$ cat src/rtl/llchain_pkg.sv
package llchain_pkg;

  typedef enum logic [2:0] {
    ST_IDLE,
    ST_HDR_REQ,
    ST_HDR_WAIT,
    ST_PAY_REQ,
    ST_PAY_WAIT,
    ST_PAY_OUT,
    ST_NEXT
  } walk_state_e;

endpackage

$ cat src/rtl/llchain_regs.sv
module llchain_regs #(
  parameter int ADDR_W = 24,
  parameter int DATA_W = 32
) (
  input  logic              clk,
  input  logic              rst_ni,
  input  logic              cfg_we,
  input  logic              cfg_sel,
  input  logic [DATA_W-1:0] cfg_wdata,
  input  logic              clr_start,
  input  logic              wb_en,
  input  logic [ADDR_W-1:0] wb_ptr,
  output logic [ADDR_W-1:0] base_ptr,
  output logic              start_pend
);

  logic [ADDR_W-1:0] base_q, base_d;
  logic              start_q, start_d;
  logic              base_en;

  generate
    if (DATA_W > ADDR_W) begin : g_hi
      logic unused_cfg_hi;
      assign unused_cfg_hi = ^cfg_wdata[DATA_W-1:ADDR_W];
    end
  endgenerate

  // write-back from the walker takes priority over a software write
  always_comb begin
    base_en = 1'b0;
    base_d  = base_q;
    if (wb_en) begin
      base_en = 1'b1;
      base_d  = wb_ptr;
    end else if (cfg_we && !cfg_sel) begin
      base_en = 1'b1;
      base_d  = cfg_wdata[ADDR_W-1:0];
    end
  end

  always_comb begin
    start_d = start_q;
    if (clr_start) begin
      start_d = 1'b0;
    end else if (cfg_we && cfg_sel) begin
      start_d = cfg_wdata[0];
    end
  end

  always_ff @(posedge clk or negedge rst_ni) begin
    if (!rst_ni) begin
      base_q <= '0;
    end else if (base_en) begin
      base_q <= base_d;
    end
  end

  always_ff @(posedge clk or negedge rst_ni) begin
    if (!rst_ni) begin
      start_q <= 1'b0;
    end else begin
      start_q <= start_d;
    end
  end

  assign base_ptr   = base_q;
  assign start_pend = start_q;

endmodule

$ cat src/rtl/llchain_out.sv
module llchain_out #(
  parameter int DATA_W = 32
) (
  input  logic              clk,
  input  logic              rst_ni,
  input  logic              load_en,
  input  logic [DATA_W-1:0] load_data,
  input  logic              dev_ready,
  output logic              dev_valid,
  output logic [DATA_W-1:0] dev_data,
  output logic              fire
);

  logic              valid_q, valid_d;
  logic [DATA_W-1:0] data_q;

  assign fire = valid_q & dev_ready;

  always_comb begin
    valid_d = valid_q;
    if (fire)    valid_d = 1'b0;
    if (load_en) valid_d = 1'b1;
  end

  always_ff @(posedge clk or negedge rst_ni) begin
    if (!rst_ni) begin
      valid_q <= 1'b0;
    end else begin
      valid_q <= valid_d;
    end
  end

  // data register: enable only, no reset needed
  always_ff @(posedge clk) begin
    if (load_en) begin
      data_q <= load_data;
    end
  end

  assign dev_valid = valid_q;
  assign dev_data  = data_q;

  assert_stall_hold_R10: assert property (@(posedge clk) disable iff (!rst_ni)
    (dev_valid && !dev_ready) |=> (dev_valid && $stable(dev_data)))
    else $error("stalled payload word changed");

endmodule

$ cat src/rtl/llchain_walker.sv
module llchain_walker
  import llchain_pkg::*;
#(
  parameter int              ADDR_W    = 24,
  parameter int              DATA_W    = 32,
  parameter int              CNT_W     = 8,
  parameter logic [ADDR_W-1:0] BUS_MASK = ADDR_W'('h1FFFFC)
) (
  input  logic              clk,
  input  logic              rst_ni,
  input  logic              start_pend,
  input  logic [ADDR_W-1:0] base_ptr,
  output logic              clr_start,
  output logic              wb_en,
  output logic [ADDR_W-1:0] wb_ptr,
  output logic              mem_rd_req,
  output logic [ADDR_W-1:0] mem_rd_addr,
  input  logic              mem_rd_valid,
  input  logic [DATA_W-1:0] mem_rd_data,
  output logic              load_en,
  output logic [DATA_W-1:0] load_data,
  input  logic              out_valid,
  input  logic              out_fire,
  output logic              busy,
  output logic              done
);

  localparam int              END_BIT = ADDR_W - 1;
  localparam logic [ADDR_W-1:0] STEP  = ADDR_W'(4);

  walk_state_e       state_q, state_d;
  logic [ADDR_W-1:0] cur_q, cur_d;
  logic [ADDR_W-1:0] nxt_q, nxt_d;
  logic [CNT_W-1:0]  cnt_q, cnt_d;
  logic              done_q, done_d;
  logic [CNT_W-1:0]  hdr_cnt;
  logic [ADDR_W-1:0] hdr_next;

  assign hdr_cnt  = mem_rd_data[DATA_W-1 -: CNT_W];
  assign hdr_next = mem_rd_data[ADDR_W-1:0];

  always_comb begin
    state_d   = state_q;
    cur_d     = cur_q;
    nxt_d     = nxt_q;
    cnt_d     = cnt_q;
    done_d    = 1'b0;
    clr_start = 1'b0;
    wb_en     = 1'b0;
    load_en   = 1'b0;
    case (state_q)
      ST_IDLE: begin
        if (start_pend) begin
          cur_d     = base_ptr;
          clr_start = 1'b1;
          state_d   = ST_HDR_REQ;
        end
      end
      ST_HDR_REQ: state_d = ST_HDR_WAIT;
      ST_HDR_WAIT: begin
        if (mem_rd_valid) begin
          cnt_d   = hdr_cnt;
          nxt_d   = hdr_next;
          cur_d   = cur_q + STEP;
          state_d = (hdr_cnt == '0) ? ST_NEXT : ST_PAY_REQ;
        end
      end
      ST_PAY_REQ: state_d = ST_PAY_WAIT;
      ST_PAY_WAIT: begin
        if (mem_rd_valid) begin
          load_en = 1'b1;
          state_d = ST_PAY_OUT;
        end
      end
      ST_PAY_OUT: begin
        if (out_fire) begin
          cur_d   = cur_q + STEP;
          cnt_d   = cnt_q - CNT_W'(1);
          state_d = (cnt_q == CNT_W'(1)) ? ST_NEXT : ST_PAY_REQ;
        end
      end
      ST_NEXT: begin
        cur_d = nxt_q;
        if (nxt_q[END_BIT]) begin
          wb_en   = 1'b1;
          done_d  = 1'b1;
          state_d = ST_IDLE;
        end else begin
          state_d = ST_HDR_REQ;
        end
      end
      default: state_d = ST_IDLE;
    endcase
  end

  always_ff @(posedge clk or negedge rst_ni) begin
    if (!rst_ni) begin
      state_q <= ST_IDLE;
      cur_q   <= '0;
      nxt_q   <= '0;
      cnt_q   <= '0;
      done_q  <= 1'b0;
    end else begin
      state_q <= state_d;
      cur_q   <= cur_d;
      nxt_q   <= nxt_d;
      cnt_q   <= cnt_d;
      done_q  <= done_d;
    end
  end

  assign mem_rd_req  = (state_q == ST_HDR_REQ) || (state_q == ST_PAY_REQ);
  assign mem_rd_addr = cur_q & BUS_MASK;
  assign load_data   = mem_rd_data;
  assign wb_ptr      = nxt_q;
  assign busy        = (state_q != ST_IDLE);
  assign done        = done_q;

  assert_hdr_after_drain_R10: assert property (@(posedge clk) disable iff (!rst_ni)
    mem_rd_req |-> !out_valid)
    else $error("memory read issued while a payload word waits");

  assert_single_read_R11: assert property (@(posedge clk) disable iff (!rst_ni)
    mem_rd_req |=> !mem_rd_req)
    else $error("back-to-back read requests");

  assert_done_pulse_R9: assert property (@(posedge clk) disable iff (!rst_ni)
    done |=> !done)
    else $error("done wider than one cycle");

endmodule

$ cat src/rtl/llchain_dma.sv
module llchain_dma #(
  parameter int              ADDR_W    = 24,
  parameter int              DATA_W    = 32,
  parameter int              CNT_W     = 8,
  parameter logic [ADDR_W-1:0] BUS_MASK = ADDR_W'('h1FFFFC)
) (
  input  logic              clk,
  input  logic              rst_n,
  input  logic              cfg_we,
  input  logic              cfg_sel,
  input  logic [DATA_W-1:0] cfg_wdata,
  output logic [ADDR_W-1:0] base_ptr,
  output logic              start_pend,
  output logic              mem_rd_req,
  output logic [ADDR_W-1:0] mem_rd_addr,
  input  logic              mem_rd_valid,
  input  logic [DATA_W-1:0] mem_rd_data,
  output logic              dev_valid,
  output logic [DATA_W-1:0] dev_data,
  input  logic              dev_ready,
  output logic              busy,
  output logic              done
);

  logic [1:0]        rst_sync_q;
  logic              rst_ni;
  logic              clr_start, wb_en, load_en, fire;
  logic [ADDR_W-1:0] wb_ptr;
  logic [DATA_W-1:0] load_data;

  always_ff @(posedge clk or negedge rst_n) begin
    if (!rst_n) begin
      rst_sync_q <= 2'b00;
    end else begin
      rst_sync_q <= {rst_sync_q[0], 1'b1};
    end
  end
  assign rst_ni = rst_sync_q[1];

  llchain_regs #(.ADDR_W(ADDR_W), .DATA_W(DATA_W)) u_regs (
    .clk        (clk),
    .rst_ni     (rst_ni),
    .cfg_we     (cfg_we),
    .cfg_sel    (cfg_sel),
    .cfg_wdata  (cfg_wdata),
    .clr_start  (clr_start),
    .wb_en      (wb_en),
    .wb_ptr     (wb_ptr),
    .base_ptr   (base_ptr),
    .start_pend (start_pend)
  );

  llchain_walker #(
    .ADDR_W(ADDR_W), .DATA_W(DATA_W), .CNT_W(CNT_W), .BUS_MASK(BUS_MASK)
  ) u_walker (
    .clk          (clk),
    .rst_ni       (rst_ni),
    .start_pend   (start_pend),
    .base_ptr     (base_ptr),
    .clr_start    (clr_start),
    .wb_en        (wb_en),
    .wb_ptr       (wb_ptr),
    .mem_rd_req   (mem_rd_req),
    .mem_rd_addr  (mem_rd_addr),
    .mem_rd_valid (mem_rd_valid),
    .mem_rd_data  (mem_rd_data),
    .load_en      (load_en),
    .load_data    (load_data),
    .out_valid    (dev_valid),
    .out_fire     (fire),
    .busy         (busy),
    .done         (done)
  );

  llchain_out #(.DATA_W(DATA_W)) u_out (
    .clk       (clk),
    .rst_ni    (rst_ni),
    .load_en   (load_en),
    .load_data (load_data),
    .dev_ready (dev_ready),
    .dev_valid (dev_valid),
    .dev_data  (dev_data),
    .fire      (fire)
  );

  assert_start_clear_R6: assert property (@(posedge clk) disable iff (!rst_ni)
    $rose(busy) |-> !start_pend)
    else $error("start bit still set after walk began");

  assert_final_ptr_R7: assert property (@(posedge clk) disable iff (!rst_ni)
    done |-> (base_ptr[ADDR_W-1] && !busy))
    else $error("pointer register lacks end marker at done");

endmodule

$ cat config.mk
export PLATFORM = sky130hd
export DESIGN_NAME = llchain_dma
export DESIGN_NICKNAME = d
export VERILOG_FILES = /design/src/rtl/llchain_pkg.sv /design/src/rtl/llchain_regs.sv /design/src/rtl/llchain_out.sv /design/src/rtl/llchain_walker.sv /design/src/rtl/llchain_dma.sv
export SDC_FILE = /design/constraint.sdc
export NUM_CORES = 1
export LEC_CHECK = 0
export BUFFER_PORTS_ARGS = -buffer_cell sky130_fd_sc_hd__buf_2
export CAP_MARGIN = 20
export CELL_PAD_IN_SITES_DETAIL_PLACEMENT = 2
export CELL_PAD_IN_SITES_GLOBAL_PLACEMENT = 2
export CORE_MARGIN = 1
export CORE_UTILIZATION = 36
export CTS_CLUSTER_DIAMETER = 150
export DETAILED_ROUTE_END_ITERATION = 8
export PLACE_DENSITY_LB_ADDON = 0.1
export SETUP_SLACK_MARGIN = 0.5
export SYNTH_ARGS = -nofsm -noshare
export SYNTH_HDL_FRONTEND = slang
export SYNTH_SLANG_ARGS = --single-unit
export TNS_END_PERCENT = 10
$ cat constraint.sdc
create_clock -name clk -period 4.7 [get_ports clk]
set_input_delay 1.41 -clock clk [delete_from_list [all_inputs] [get_ports clk]]
set_output_delay 1.41 -clock clk [all_outputs]
set_load 0.005 [all_outputs]
# [Word-level counts from Yosys, hierarchy flattened]
# Index checks and enable logic that the tools add are counted.
[totals] ff_bits=120 wordCells=70 in_bits=70
[op_classes] n_mux=29 n_bitwise=1 addsub=2 n_reduce_logical=17 n_eq_ne=11
[op_table] cell="$mux 24" count=5
[op_table] cell="$pmux 24 s4" count=1
[op_table] cell="$add 24x3->24 const B" count=1
[op_table] cell="$pmux 3 s7" count=1
[op_table] cell="$mux 3" count=6
[op_table] cell="$mux 8" count=2
[op_table] cell="$pmux 8 s2" count=1
[op_table] cell="$mux 1" count=13
[op_table] cell="$eq 3x3->1 const B" count=3
[op_table] cell="$eq 8x1->1 const B" count=1
[op_table] cell="$logic_not 8->1" count=1
[op_table] cell="$ne 2x2->1 const B" count=4
[op_table] cell="$reduce_and 4->1" count=2
[op_table] cell="$reduce_bool 2->1" count=4
[op_table] cell="$sub 8x1->8 const B" count=1
[op_table] cell="$eq 3x2->1 const B" count=2
[op_table] cell="$reduce_and 2->1" count=2
[op_table] cell="$reduce_bool 4->1" count=1
[op_table] cell="$eq 3x1->1 const B" count=1
[op_table] cell="$logic_not 3->1" count=1
[op_table] cell="$reduce_and 3->1" count=1
[op_table] cell="$reduce_bool 3->1" count=1
[op_table] cell="$logic_and 1x1->1" count=2
[op_table] cell="$and 1x1->1" count=1
[op_table] cell="2 further kinds" count=2

# [Depth between registers and ports, before layout]
[depth] depth_word=5 mapped_depth=8 depth_no_buf=6

# [By module]
# Synthesis repeated with hierarchy kept, for this count alone.
[unflattened] hier_cells=581 area_unflattened_um2=6304.8
[by_module_without_submodules] mod="llchain_walker" seq_area_each_um2=1376.3 area_per_inst_um2=3664.8 cells_each=404 n_inst=1
[by_module_without_submodules] mod="llchain_regs" seq_area_each_um2=625.6 area_per_inst_um2=1581.5 cells_each=138 n_inst=1
[by_module_without_submodules] mod="llchain_out" seq_area_each_um2=985.9 area_per_inst_um2=1004.7 cells_each=36 n_inst=1
[by_module_without_submodules] mod="llchain_dma" seq_area_each_um2=50.0 area_per_inst_um2=53.8 cells_each=3 n_inst=1

# [Worst setup path before layout]
# Ideal clock, no wire load.
[synth_timing] path_kind="input port to flip-flop" from="input port mem_rd_valid" to="register u_out.data_q[0], in the netlist u_out.dev_data[0], enable pin" stages=1 arrival_time_ps=4627 required_ps=4194 setup_time_ps=506 slack_ps=-433 cell_sequence="nor4bb_1"
[synth_between] elab_chain_cells=2
[synth_rtl] element="start: declaration" line="llchain_dma.sv:16" text="input logic mem_rd_valid,"
[synth_rtl] element="$mux 1" line="llchain_walker.sv:70" text="if (mem_rd_valid) begin"
[synth_rtl] element="$mux 1" line="llchain_walker.sv:51" text="case (state_q)"
[synth_rtl] element="end signal: assignment" line="llchain_out.sv:36" text="data_q <= load_data;"
[synth_rtl] element="end: declaration" line="llchain_out.sv:15" text="logic [DATA_W-1:0] data_q;"
# Every way passes these cells.
# A chain may end at the register's enable or synchronous reset.

# [Worst setup path after layout]
[layout_timing] from="register u_walker.state_q[2]" to="register u_walker.cur_q[11]"
[layout_between] elab_chain_cells=3 word_cells_on_any_way=10
[layout_rtl] element="start: declaration" line="llchain_walker.sv:31" text="walk_state_e state_q, state_d;"
[layout_rtl] element="start signal: assignment" line="llchain_walker.sv:104" text="state_q <= state_d;"
[layout_rtl] element="$eq 3x2->1, or another cell as far along" line="llchain_walker.sv:51"
[layout_rtl] element="$reduce_bool 4->1 (no line) / $ne 2x2->1 (equally long branches)"
[layout_rtl] element="$reduce_and 4->1 (no line)"
[layout_rtl] element="end signal: assignment" line="llchain_walker.sv:105" text="cur_q <= cur_d;"
[layout_rtl] element="end: declaration" line="llchain_walker.sv:32" text="logic [ADDR_W-1:0] cur_q, cur_d;"
# Several ways; a longest one is shown, not always the timed one.

==> flow_summary.yaml <==
logic_synthesis:
  seq_area_frac_synth_pct: 53.9
  ys_types: 67
  synth_flop_cell: "dfrtp_1"
  synthArstFlopShare_pct: 72.2
  ys_ff_latch: 115
  synth.area.top_cells: "dfrtp_1 37%, edfxtp_1 17%, mux2i_1 4.6%"
  syn_area_um2: 5640
  syn_avg_cell_area_um2: 11.2
  yosysMostFrequentCell: "dfrtp_1"
  synth_top_cell_area_share_pct: 36.8
  synth_commonest_cells: "83 x dfrtp_1, 41 x nor2_1, 38 x a21oi_1"
  ys_warn_count: 0
  netlist_instances: 503
  synth_edf_count: 32
  synth_top_cell_by_area: "dfrtp_1"
detailed_routing:
  detail_route.wl_per_cell_um: 20.4
  vias: 4680
  viasPerCell: 5.47
  dr.first_iter.drc_count: 194
  ant_nets: 0
  dr.pass1.iters: 5
  route.detailed.drc: 0
  drt-total-wl_um: 17400
power:
  peakVddDrop_v: 0.000290
  cellPowerDensity_nw_per_um2: 663
  power_leakage_nw: 3.11
cells_and_area:
  multi_input_area_um2: 2350
  post-route-cell-area_um2: 7050
  layout.area.seq_um2: 3040
  drive_above_1_share_pct: 33.6
  fillers: 1562
  final_nets: 704
  area_growth_syn_to_layout_pct: 25.1
clocking:
  h-tree-depth: 4
  cts_setup_buffers: 0
  clk_latency_ns: 0.41
  clock_sinks: 115
  cts_resized: 0
  numCtsBuffers: 17
  clk_path_buf_depth: 2
  cts_tree: "built"
  root_buffer: "clkbuf_16"
  postCtsHoldBufs: 0
  clkSlewWorstSetupHoldPaths_ns: 0.05
sta:
  rsz0062_at_grt: "false"
  fin_crit_sh_pct: 68.1
  timing.final.max_slew_violations: 0
  tns_ns: 0
  hold_viol: 0
  maxSlewHeadroom_pct: 33.7
  fin_crit_ns: 3.20
  setup_viol: 0
  finalClockSkew_ns: 0.00641
  fmax_mhz: 313
  worst_pin_slew_ns: 0.990
global_routing:
  grt_overflow: 0
  grt_max_degree: 49
  grt_pass1_wl_um: 28100
  antenna_found_initial: 0
  grt_pass1_vias: 5049
  grtUsageTotal_pct: 22.8
outcome:
  status: "completed"
placed_design:
  dpl_cell_area_um2: 6480
  port_buffers: 141
  dp_hpwl_um: 11900
  gp_congestion: 0.786
floorplan:
  num_rows: 45
  dieArea_um2: 16200
  ios: 155
  coreArea_um2: 15300
  initial_utilization_pct: 36.9
  die_x_um: 127
  die_h_um: 127
worst_setup_path:
  path_class: "flop to flop"
  worstPathRequired_ns: 4.98
  worst_setup_path_end_kind: "flop"
  crit_path_max_fanout: 22
  r2r_cells: 6
  cp.arrival_ns: 3.47
  critPathLaunchType: "flop"
flow_run:
  cap_violations: 0
min_path:
  hold_class: "flop to async pin"
-- registers in the layout, indices dropped and copies added, names as in the netlist --
| name | cells |
|---|---|
| u_walker.cur_q | 19 |
| u_walker.done | 1 |
| u_regs.start_pend | 1 |
| u_walker.state_q | 3 |
| u_walker.wb_ptr | 24 |
| u_out.dev_data | 32 |
| u_regs.base_ptr | 24 |
| u_out.dev_valid | 1 |
| rst_sync_q | 2 |
| u_walker.cnt_q | 8 |
-- cell type report --
cell class | instances | share of cell area, %
inverters | 19 | 1.01
diodes | 1 | 0.0355
repair buffers | 148 | 10.8
clock inverters | 7 | 1.17
well taps | 211 | 3.75
multi-input cells | 330 | 33.3
clock buffers | 24 | 6.83
flip-flops and latches | 115 | 43.1
-- cells by family after synthesis --
kind of cell | count (synthesis) | share of synthesized area [%]
mux | 50 | 9.48
simple gates | 129 | 12.1
flops | 115 | 53.9
other cells | 2 | 0.133
compound gates | 141 | 18.2
buf+inv | 62 | 5.35
xor+xnor | 1 | 0.155
fa+ha+maj | 3 | 0.666
-- through the flow --
step | hold WS, ns | utilization [%] | setup WS (ns) | power (mW) | cells
2_1_floorplan | 0.331 | - | 0.848 | 2.82 | 507
3_3_place_gp | 0.313 | 42.5 | 1.38 | 3.33 | 823
3_5_place_dp | 0.321 | 42.5 | 1.34 | 3.44 | 823
4_1_cts | 0.330 | 46.2 | 1.48 | 4.72 | 854
5_1_grt | 0.354 | 46.2 | 1.28 | 4.97 | 854
6_report | 0.309 | 46.2 | 1.50 | 4.67 | 855
-- layout by cell type, fill, tap and decap left out, drive strengths merged, types with 3 or more instances in the layout --
| master | n |
|---|---|
| o31a | 3 |
| o22a | 3 |
| buf | 148 |
| clkinv | 5 |
| edfxtp | 32 |
| nand2b | 5 |
| nor2b | 4 |
| or4 | 5 |
| inv | 19 |
| and2 | 3 |
| mux2 | 24 |
| a21oi | 38 |
| ha | 3 |
| clkbuf | 24 |
| nor3 | 8 |
| o31ai | 7 |
| nor2 | 41 |
| mux2i | 26 |
| a211oi | 12 |
| nand3 | 8 |
| o211ai | 6 |
| nor4 | 4 |
| o22ai | 11 |
| o221ai | 3 |
| dfrtp | 83 |
| a32o | 6 |
| nand2 | 20 |
| a31oi | 6 |
| a32oi | 3 |
| and4 | 4 |
| o21ai | 19 |
| a222oi | 6 |
| or3 | 5 |
| nand4 | 9 |
| conb | 6 |
-- power breakdown --
part	internal, mW	leakage, nW	total (mW)	switching [mW]
Sequential	1.38	1.28	1.82	0.443
Clock	0.812	0.279	1.25	0.436
Combinational	0.731	1.55	1.61	0.878
-- routing by layer --
layer	track usage, %	wire length (µm)	vias up
met2	36.2	8250	124
met5	0	0	-
met1	30.8	8120	2381
met3	5.23	822	16
met4	8.05	246	0
li1	-	-	2159
-- worst max-delay path: stages (launching register included) --
cell and delay [ns]:
dfrtp_1 0.80, nand3b_1 0.69, a21oi_1 0.33, buf_4 0.31
or2_1 0.49, buf_4 0.31, o22ai_2 0.11
-- final timing paths --
kind                                  endpoint           startpoint  slack (ns)
setup / recovery            u_walker.cur_q[11]  u_walker.state_q[2]        1.50
hold / removal              u_walker.wb_ptr[7]        rst_sync_q[1]        0.31
setup reg to reg            u_walker.cur_q[11]  u_walker.state_q[2]        1.50
hold reg to reg             u_walker.wb_ptr[7]        rst_sync_q[1]        0.31
max in group asynchronous  u_regs.base_ptr[18]        rst_sync_q[1]        3.37
min in group clk                 rst_sync_q[1]        rst_sync_q[0]        0.35
No activity file was read; power rests on OpenSTA's default activity.
